<file path="src/rtl/dma_irq_pkg.sv">
package dma_irq_pkg;
  localparam int REG_W    = 32;
  localparam int HALF_W   = 16;
  localparam int MAX_CH   = 16;
  localparam int OFS_PEND = 0;
  localparam int OFS_EN   = 4;

  // bits n and n+16 are live for every channel n < n_ch
  function automatic logic [REG_W-1:0] impl_mask(input int n_ch);
    logic [REG_W-1:0] m;
    m = '0;
    for (int i = 0; i < HALF_W; i++) begin
      if (i < n_ch) begin
        m[i]          = 1'b1;
        m[i + HALF_W] = 1'b1;
      end
    end
    return m;
  endfunction
endpackage

</file>
<file path="src/rtl/dma_irq_pend.sv">
module dma_irq_pend
  import dma_irq_pkg::*;
#(
  parameter int NUM_CH = 16
) (
  input  logic              clk_i,
  input  logic              rst_ni,
  input  logic [NUM_CH-1:0] tc_evt_i,
  input  logic [NUM_CH-1:0] hc_evt_i,
  input  logic [REG_W-1:0]  clr_i,
  output logic [REG_W-1:0]  pend_o
);
  localparam logic [REG_W-1:0] LIVE = impl_mask(NUM_CH);

  logic [REG_W-1:0] evt_vec;
  logic [REG_W-1:0] pend_q;

  for (genvar i = 0; i < HALF_W; i++) begin : g_evt
    if (i < NUM_CH) begin : g_live
      assign evt_vec[i]          = tc_evt_i[i];
      assign evt_vec[i + HALF_W] = hc_evt_i[i];
    end else begin : g_dead
      assign evt_vec[i]          = 1'b0;
      assign evt_vec[i + HALF_W] = 1'b0;
    end
  end

  // set wins over clear in the same cycle
  always_ff @(posedge clk_i or negedge rst_ni) begin
    if (!rst_ni) pend_q <= '0;
    else         pend_q <= ((pend_q & ~clr_i) | evt_vec) & LIVE;
  end

  assign pend_o = pend_q;
endmodule

</file>
<file path="src/rtl/dma_irq_en.sv">
module dma_irq_en
  import dma_irq_pkg::*;
#(
  parameter int NUM_CH = 16
) (
  input  logic             clk_i,
  input  logic             rst_ni,
  input  logic             wr_i,
  input  logic [REG_W-1:0] wdata_i,
  output logic [REG_W-1:0] en_o
);
  localparam logic [REG_W-1:0] LIVE = impl_mask(NUM_CH);

  logic [REG_W-1:0] en_q;

  always_ff @(posedge clk_i or negedge rst_ni) begin
    if (!rst_ni)   en_q <= '0;
    else if (wr_i) en_q <= wdata_i & LIVE;
  end

  assign en_o = en_q;
endmodule

</file>
<file path="src/rtl/dma_irq_out.sv">
module dma_irq_out
  import dma_irq_pkg::*;
#(
  parameter int NUM_CH = 16
) (
  input  logic              clk_i,
  input  logic              rst_ni,
  input  logic [REG_W-1:0]  act_i,
  output logic [NUM_CH-1:0] irq_o
);
  logic [NUM_CH-1:0] irq_q;

  for (genvar c = 0; c < NUM_CH; c++) begin : g_ch
    always_ff @(posedge clk_i or negedge rst_ni) begin
      if (!rst_ni) irq_q[c] <= 1'b0;
      else         irq_q[c] <= act_i[c] | act_i[c + HALF_W];
    end
  end

  assign irq_o = irq_q;
endmodule

</file>
<file path="src/rtl/dma_irq_unit.sv">
module dma_irq_unit
  import dma_irq_pkg::*;
#(
  parameter int NUM_CH = 16,
  parameter int ADDR_W = 4
) (
  input  logic              clk_i,
  input  logic              rst_ni,
  input  logic              reg_en_i,
  input  logic              reg_we_i,
  input  logic [ADDR_W-1:0] reg_addr_i,
  input  logic [31:0]       reg_wdata_i,
  output logic [31:0]       reg_rdata_o,
  input  logic [NUM_CH-1:0] tc_evt_i,
  input  logic [NUM_CH-1:0] hc_evt_i,
  output logic [NUM_CH-1:0] irq_o
);
  localparam logic [ADDR_W-1:0] A_PEND = ADDR_W'(OFS_PEND);
  localparam logic [ADDR_W-1:0] A_EN   = ADDR_W'(OFS_EN);

  logic             wr;
  logic             sel_pend;
  logic             sel_en;
  logic [REG_W-1:0] clr;
  logic [REG_W-1:0] pend_q;
  logic [REG_W-1:0] en_q;

  assign wr       = reg_en_i & reg_we_i;
  assign sel_pend = (reg_addr_i == A_PEND);
  assign sel_en   = (reg_addr_i == A_EN);
  assign clr      = (wr && sel_pend) ? reg_wdata_i : '0;

  dma_irq_pend #(.NUM_CH(NUM_CH)) u_pend (
    .clk_i    (clk_i),
    .rst_ni   (rst_ni),
    .tc_evt_i (tc_evt_i),
    .hc_evt_i (hc_evt_i),
    .clr_i    (clr),
    .pend_o   (pend_q)
  );

  dma_irq_en #(.NUM_CH(NUM_CH)) u_en (
    .clk_i   (clk_i),
    .rst_ni  (rst_ni),
    .wr_i    (wr && sel_en),
    .wdata_i (reg_wdata_i),
    .en_o    (en_q)
  );

  dma_irq_out #(.NUM_CH(NUM_CH)) u_out (
    .clk_i  (clk_i),
    .rst_ni (rst_ni),
    .act_i  (pend_q & en_q),
    .irq_o  (irq_o)
  );

  always_comb begin
    if (sel_pend)    reg_rdata_o = pend_q;
    else if (sel_en) reg_rdata_o = en_q;
    else             reg_rdata_o = '0;
  end
endmodule

</file>
<file path="config.mk">
export PLATFORM = sky130hd
export DESIGN_NAME = dma_irq_unit
export DESIGN_NICKNAME = d
export VERILOG_FILES = /design/src/rtl/dma_irq_pkg.sv /design/src/rtl/dma_irq_pend.sv /design/src/rtl/dma_irq_en.sv /design/src/rtl/dma_irq_out.sv /design/src/rtl/dma_irq_unit.sv
export SDC_FILE = /design/constraint.sdc
export NUM_CORES = 1
export LEC_CHECK = 0
export BUFFER_PORTS_ARGS = -buffer_cell sky130_fd_sc_hd__buf_2
export CAP_MARGIN = 10
export CORE_AREA = 2 2 109 111
export CTS_CLUSTER_SIZE = 20
export DETAILED_ROUTE_END_ITERATION = 7
export DIE_AREA = 0 0 111 113
export HOLD_SLACK_MARGIN = 0.12
export SLEW_MARGIN = 5
export SYNTH_ARGS = -nofsm -noshare
export SYNTH_HDL_FRONTEND = slang
export SYNTH_SLANG_ARGS = --single-unit
</file>
<file path="constraint.sdc">
create_clock -name clk_i -period 1.4 [get_ports clk_i]
set_input_delay 0.07 -clock clk_i [delete_from_list [all_inputs] [get_ports clk_i]]
set_output_delay 0.07 -clock clk_i [all_outputs]
set_load 0.01 [all_outputs]
</file>
After elaboration in Yosys (flattened, before gate mapping)
Index checks and enable logic that the tools add are counted.
Widths: inputs -> output; s select.
{"block": "word_totals", "memories": 0, "register_bits": 80, "elab_cells": 46, "input_bits": 72, "latch_bits": 0, "ram_bits": 0, "rom_bits": 0}
{"block": "classes", "multipliers": 0, "reduce_logical": 3, "magnitude_cmp": 0, "add_sub_neg": 0, "div_mod_pow": 0, "bitwise": 21, "n_eq_ne": 1, "n_shift": 0, "mux": 3}
{"operator": "$mux 32", "n": 3}
{"operator": "$and 32x32->32", "n": 2}
{"operator": "$not 32->32", "n": 1}
{"operator": "$or 32x32->32", "n": 1}
{"operator": "$or 1x1->1", "n": 16}
{"operator": "$eq 4x3->1 const B", "n": 1}
{"operator": "$logic_not 4->1", "n": 1}
{"operator": "$logic_and 1x1->1", "n": 2}
{"operator": "$and 1x1->1", "n": 1}

Logic depth before layout (Yosys ltp)
Gate-level depths: netlist (run 1).
{"block": "logic_depth", "ltp_word": 6, "mapped_depth": 5}

Hierarchy
Synthesis (run 1) repeated with hierarchy kept, for this count alone.
{"block": "unflattened", "cells_unflattened": 377, "area_unflattened_um2": 4200.3}
{"mod": "dma_irq_en", "cells_each": 68, "instances": 1, "seq_area_each_um2": 800.8, "area_each_um2": 1345.0}
{"mod": "dma_irq_unit", "cells_each": 181, "instances": 1, "seq_area_each_um2": 0.0, "area_each_um2": 1193.6}
{"mod": "dma_irq_pend", "cells_each": 96, "instances": 1, "seq_area_each_um2": 800.8, "area_each_um2": 1161.1}
{"mod": "dma_irq_out", "cells_each": 32, "instances": 1, "seq_area_each_um2": 400.4, "area_each_um2": 500.5}

Least setup slack after synthesis (run 1)
Ideal clock, no wire load.
{"block": "synth_path", "path_kind": "input to register", "startpoint": "in reg_addr_i[0]", "endpoint": "reg u_en.en_q[10], in the netlist u_en.en_o[10]", "path_slack_ns": 0.236, "cell_stages": 5, "arrival_ns": 1.039, "setup_ns": 0.125, "t_required_ns": 1.275, "cell_sequence": "and4bb_2 buf_2 nand3b_2 buf_6 mux2_2"}
{"block": "synth_between", "elab_chain_len": 2}
{"item": "start: declaration", "line": "dma_irq_unit.sv:11", "rtl": "input logic [ADDR_W-1:0] reg_addr_i,"}
{"item": "$eq 4x3->1", "line": "dma_irq_unit.sv:30", "rtl": "assign sel_en = (reg_addr_i == A_EN);"}
{"item": "$logic_and 1x1->1", "line": "dma_irq_unit.sv:45", "rtl": ".wr_i (wr && sel_en),"}
{"item": "end signal: assignment", "line": "dma_irq_en.sv:18", "rtl": "else if (wr_i) en_q <= wdata_i & LIVE;"}
{"item": "end: declaration", "line": "dma_irq_en.sv:14", "rtl": "logic [REG_W-1:0] en_q;"}
No other way between the ends.
A chain may end at the register's enable or synchronous reset.

Worst setup path after layout (run 1)
{"block": "layout_path", "startpoint": "in reg_addr_i[1]", "endpoint": "reg u_pend.pend_q[18], in the netlist u_pend.pend_o[18]"}
{"block": "layout_between", "elab_chain_len": 6}
{"item": "$logic_not 4->1", "line": "dma_irq_unit.sv:29", "rtl": "assign sel_pend = (reg_addr_i == A_PEND);"}
{"item": "$logic_and 1x1->1", "line": "dma_irq_unit.sv:31", "rtl": "assign clr = (wr && sel_pend) ? reg_wdata_i : '0;"}
{"item": "$mux 32", "line": "dma_irq_unit.sv:31"}
{"item": "$not 32->32", "line": "dma_irq_pend.sv:31", "rtl": "else pend_q <= ((pend_q & ~clr_i) | evt_vec) & LIVE;"}
{"item": "$and 32x32->32", "line": "dma_irq_pend.sv:31"}
{"item": "$or 32x32->32", "line": "dma_irq_pend.sv:31"}
{"item": "end signal: assignment", "line": "dma_irq_pend.sv:31"}
{"item": "end: declaration", "line": "dma_irq_pend.sv:16", "rtl": "logic [REG_W-1:0] pend_q;"}
No other way between the ends.

==> out/qor.txt, run 1 <==
Starting Density: 29.5%
Sw Pwr: 1.47 mW
Outcome: complete, no violations
Crit path arrival time: 1.57 ns
Kind of end point of the critical path: flip-flop
Grt ovf: 0
Pre-CTS setup slack: 0.104 ns
Synthesis-stage register bit count: 80
Tcrit/Tclk final: 96.5%
First-pass GRT wire length: 15300 um
Worst-path clk slew: 0.06 ns
Synth Cell Area: 0.00332 mm2
PD cells: 1180 mW/mm2
Final hold vios: 0
Grt peak-use layer: met2
Clk pwr share: 38.5%
Synth area leaders: dfrtp_1, a22o_1, mux2_2
Setup tns final: 0 ns
# IOs: 120
Number of flops mapped to enable cells by yosys: 0
Fillers: 998
Max cap viols: 0
Syn Nets: 317
CP required: 1.62 ns
Final setup viols: 0
HP Class: in -> async
Sequential share of power: 45.3%
Worst setup path startpoint: reg_addr_i[1]
Synth top cells by count: dfrtp_1, a22o_1, a21o_1, mux2_2, nand3_1
Sequential area share after synthesis: 60.2%
Internal: 4.74 mW
Combinational Power Share: 16.2%
Avg Inst Size Synth: 13.6 um2
WS Path Type: in -> reg
Vias in the first global route: 3030
Max Freq: 740 MHz
Hpwl dp: 5870 um
Yosys top cell area share: 60.2%
Vias per cell: 4.85
DRT antenna net count: 0
Initial DRC Count: 153
Switching part of the total: 23.7%
Post-Synthesis Cells: 245
Critical Path Fanout Max: 7
DR pass1 iterations: 4
Ant diodes: 0
Worst r2r src: u_pend.pend_o[17]$_DFF_PN0_
Worst vdd ir: 0.695 mV
Root buffer cell: clkbuf_16
Most common cell in the netlist: dfrtp_1
Maximum root-to-sink buffer count: 2
Worst setup margin: 0.0494 ns
Met2 GRT Util: 24.7%
FP Rows: 39
Leakage: 2.36 nW
GPL Wtd Cong: 0.749
DIE HEIGHT: 113 um
Clock Skew: 0.00383 ns
TritonCTS clock tree: yes
Synth unique cells: 13
Unrepaired setup endpoints after global routing: no
Die area: 0.0125 mm2
Pin count of the biggest net entering global routing: 81
Antenna violations before repair: 0
Share of layout cells above drive strength 1: 40.7%
Setup crit start kind: primary input
Die width: 111 um
Area leader, netlist: dfrtp_1
Clk sinks: 80
Gr usage total: 15.5%
Area grow syn2layout: 58.7%
Met1 usage in global routing: 19.7%
Main synth FF type: dfrtp_1
Post-synth ARST share: 100%
Max H-tree Level: 3
Yosys synthesis warning count: 0
Max-slew violation count: 0
Port bufs: 119
M3 GR Usage: 5.25%
Fin crit period: 1.35 ns
Worst-Skew Late Latency: 0.34 ns
Vias: 2875
Nets: 518
Remaining DRCs: 0
Wire length per cell: 16.0 um
CORE AREA: 0.0113 mm2
Worst-margin pin slew: 0.431 ns
Relative slew slack: 71.3%
CTS buffer count: 9
DRT Wirelength: 9500 um
[power by group through the flow]
stage               Sequential, mW  Clock, mW  Combinational, mW
floorplan                     2.88          0              0.383
global placement              2.85          0              0.843
detailed placement            2.85          0              0.865
CTS                           2.81       2.47               1.01
global route                  2.85       2.55               1.10
finish                        2.81       2.39               1.01
[critical path, stage by stage]
cell	delay, ns
buf_2	0.13
and4bb_4	0.40
clkbuf_16	0.17
nand3_1	0.07
a21o_1	0.18
dlygate4sd3_1	0.54
[flip-flops by register name, summed over array words and instances, names as in the netlist]
signal,flops
u_en.en_o,32
u_out.irq_o,16
u_pend.pend_o,32
[worst paths after layout]
| kind | depth (start not counted) | slack [ns] | end |
|---|---|---|---|
| hold reg to reg | 1 | 0.51 | u_pend.pend_o[8]$_DFF_PN0_ |
| setup / recovery | 6 | 0.05 | u_pend.pend_o[18]$_DFF_PN0_ |
| hold / removal | 3 | 0.31 | u_out.irq_o[14]$_DFF_PN0_ |
| setup reg to reg | 2 | 0.16 | u_pend.pend_o[17]$_DFF_PN0_ |
| min in group clk_i | 5 | 0.34 | u_pend.pend_o[15]$_DFF_PN0_ |
| max in group asynchronous | 3 | 0.77 | u_pend.pend_o[21]$_DFF_PN0_ |
[layer usage]
metal	vias up	wire, um	share of wire [%]
met4	0	201	2.1
met5	-	0	0
met1	1414	4180	44
met2	112	4530	48
li1	1332	-	-
met3	17	591	6.2
[cells in the final DEF (no fill, tap or decap)]
master	instances
nand3_1	32
nand3b_2	1
clkbuf_8	3
dlygate4sd3_1	75
dfrtp_1	80
clkinv_2	2
a21o_1	32
mux2_2	32
nor4_2	1
and4bb_4	1
a22o_1	48
buf_2	118
buf_12	6
clkbuf_16	10
bufinv_16	1
buf_4	6
nor2_4	1
nor4b_4	1
[stage by stage]
| step | cells | hold slack, ns | cell area, um2 | total power, mW | utilization [%] |
|---|---|---|---|---|---|
| detailed placement | 500 | 0.138 | 4160 | 3.71 | 36.9 |
| CTS | 591 | 0.313 | 5230 | 6.29 | 46.4 |
| finish | 593 | 0.306 | 5280 | 6.20 | 46.8 |
| floorplan | 245 | -0.226 | 3320 | 3.26 | - |
| global route | 593 | 0.346 | 5280 | 6.50 | 46.8 |
| global placement | 500 | 0.129 | 4160 | 3.69 | 36.9 |
[cell families (layout without fill, tap and decap cells)]
kind of cell	Yosys count	in the layout	share of synthesized area (%)
mux	32	32	10.8
flops	80	80	60.2
simple gates	37	37	6.29
buf+inv	16	221	2.75
compound gates	80	80	19.9
[repair_timing]
action                     4_1_cts  5_1_grt
buffers inserted                 0        2
hold endpoints to repair       144        0
setup endpoints to repair        0       11
hold buffers                    76        0
gates resized for setup          0        4
[final cells by class]
class / instances / area, um2 / area share [%]
clock buffers: 12 / 267 / 5.05
clock inverters: 3 / 40.0 / 0.759
multi-input cells: 149 / 1260 / 23.8
flip-flops and latches: 80 / 2000 / 38.0
well taps: 143 / 179 / 3.39
repair buffers: 206 / 1530 / 29.0
Note: power is estimated with default switching activity, not from simulation.
==> run 2: changes to the inputs <==
Settings changed: CORE_AREA 2 2 109 111 to 2 2 83 85, DIE_AREA 0 0 111 113 to 0 0 85 87, PLACE_DENSITY set to 0.82.
==> run 2 against run 1 <==
Compared with the run above:
- setup slack got worse by 0.013 ns
- sequential power barely moved
- combinational power barely moved
- fmax fell by 0.96%
- total power fell by 11%
- first-iteration DRC count did not move
- largest cell class unchanged
==> out/qor.txt, run 2 (synthesized netlist as in run 1, its figures left out) <==
Leakage: 2.28 nW
Share of layout cells above drive strength 1: 40.4%
CP required: 1.62 ns
Antenna violations before repair: 0
Nets: 522
Wire length per cell: 17.8 um
Vias per cell: 5.59
WHS: 0.162 ns
Crit path arrival time: 1.58 ns
R2r endpoint: u_pend.pend_o[30]$_DFF_PN0_
Final core occ: 76.9%
Remaining DRCs: 0
CTS buffer count: 9
Fin crit period: 1.36 ns
Ant diodes: 0
Worst r2r src: u_pend.pend_o[30]$_DFF_PN0_
Setup tns final: 0 ns
Grt ovf: 0
Port bufs: 119
First-pass GRT wire length: 15100 um
Worst-Skew Late Latency: 0.34 ns
Worst vdd ir: 0.799 mV
Tcrit/Tclk final: 97.4%
Setup crit start kind: primary input
Most common cell after layout, fill and taps aside: buf_2
Outcome: complete, no violations
Die width: 85 um
Most frequent cells in the layout: buf_2, dfrtp_1, dlygate4sd3_1, a22o_1
DR pass1 iterations: 4
Critical Path Fanout Max: 13
R2R cell count: 2
Clk sinks: 80
R2R Setup Slk: 0.16 ns
Pre-CTS setup slack: 0.0681 ns
DIE HEIGHT: 87 um
# IOs: 120
# Post-CTS Setup Buffers: 0
Kind of end point of the critical path: flip-flop
Relative slew slack: 77.2%
Vias in the first global route: 3202
Power, Total: 5.51 mW
Starting Density: 50.6%
Maximum root-to-sink buffer count: 2
Hpwl dp: 5670 um
Max H-tree Level: 3
Vias: 2990
Max cap viols: 0
WS Path Type: in -> reg
Clock Skew: 0.00709 ns
Area grow syn2layout: 52.0%
DRT Wirelength: 9540 um
DRT antenna net count: 0
GPL Wtd Cong: 0.748
Pin count of the biggest net entering global routing: 41
Die area: 0.00740 mm2
Gr usage total: 26.5%
Worst setup margin: 0.0363 ns
Max Freq: 733 MHz
HP Class: in -> async
Unrepaired setup endpoints after global routing: no
Final setup viols: 0
Initial DRC Count: 153
TritonCTS clock tree: yes
Final hold vios: 0
Max-slew violation count: 0
Root buffer cell: clkbuf_8
CORE AREA: 0.00657 mm2
PD cells: 1090 mW/mm2
FP Rows: 30
Worst-margin pin slew: 0.341 ns
Worst-path clk slew: 0.09 ns
## run 2: where the power goes
| group | switching [mW] | internal, mW |
|---|---|---|
| clock network | 0.852 | 0.834 |
| logic | 0.423 | 0.589 |
| registers | 0.183 | 2.62 |
| total | 1.46 | 4.05 |
## run 2: stage by stage
| stage | instances | cell area (um2) |
|---|---|---|
| floorplan | 245 | 3320 |
| global placement | 441 | 4070 |
| detailed placement | 441 | 4070 |
| CTS | 535 | 5050 |
| global route | 535 | 5050 |
| finish | 535 | 5050 |
## run 2: cell type report
cell class,instances,area (um2)
flip-flops and latches,80,2000
fillers,427,1520
repair buffers,210,1510
multi-input cells,149,1250
clock buffers,10,128
well taps,80,100
clock inverters,6,67.6
## run 2: per-layer routing
metal	vias to the layer above	part of all wire, %	track usage, %
li1	1343	-	-
met1	1508	38	30.2
met2	115	54	48.6
met3	24	4.9	4.83
met4	0	2.6	11.5
met5	-	0	0
## run 2: timing repair
action	CTS	global route
hold buffers	78	0
endpoints found under the hold margin	144	0
setup endpoints to repair	0	13
gates resized for setup	0	1
## run 2: worst max path at each step
stage	to	slack, ns	start
after floorplan	u_en.en_o[10]$_DFFE_PN0P_	0.24	reg_addr_i[0]
after global placement	u_en.en_o[12]$_DFFE_PN0P_	0.12	reg_addr_i[0]
after detailed placement	u_en.en_o[15]$_DFFE_PN0P_	0.07	reg_addr_i[0]
after CTS	u_pend.pend_o[30]$_DFF_PN0_	0.02	reg_addr_i[0]
after global routing	u_pend.pend_o[27]$_DFF_PN0_	0.0008	reg_addr_i[0]
final	u_pend.pend_o[29]$_DFF_PN0_	0.04	reg_addr_i[0]
## run 2: critical path, cell delays in order
cell           delay (ns)
buf_2                0.13
and4bb_2             0.35
buf_6                0.19
nand3_1              0.10
a21o_1               0.19
dlygate4sd3_1        0.55
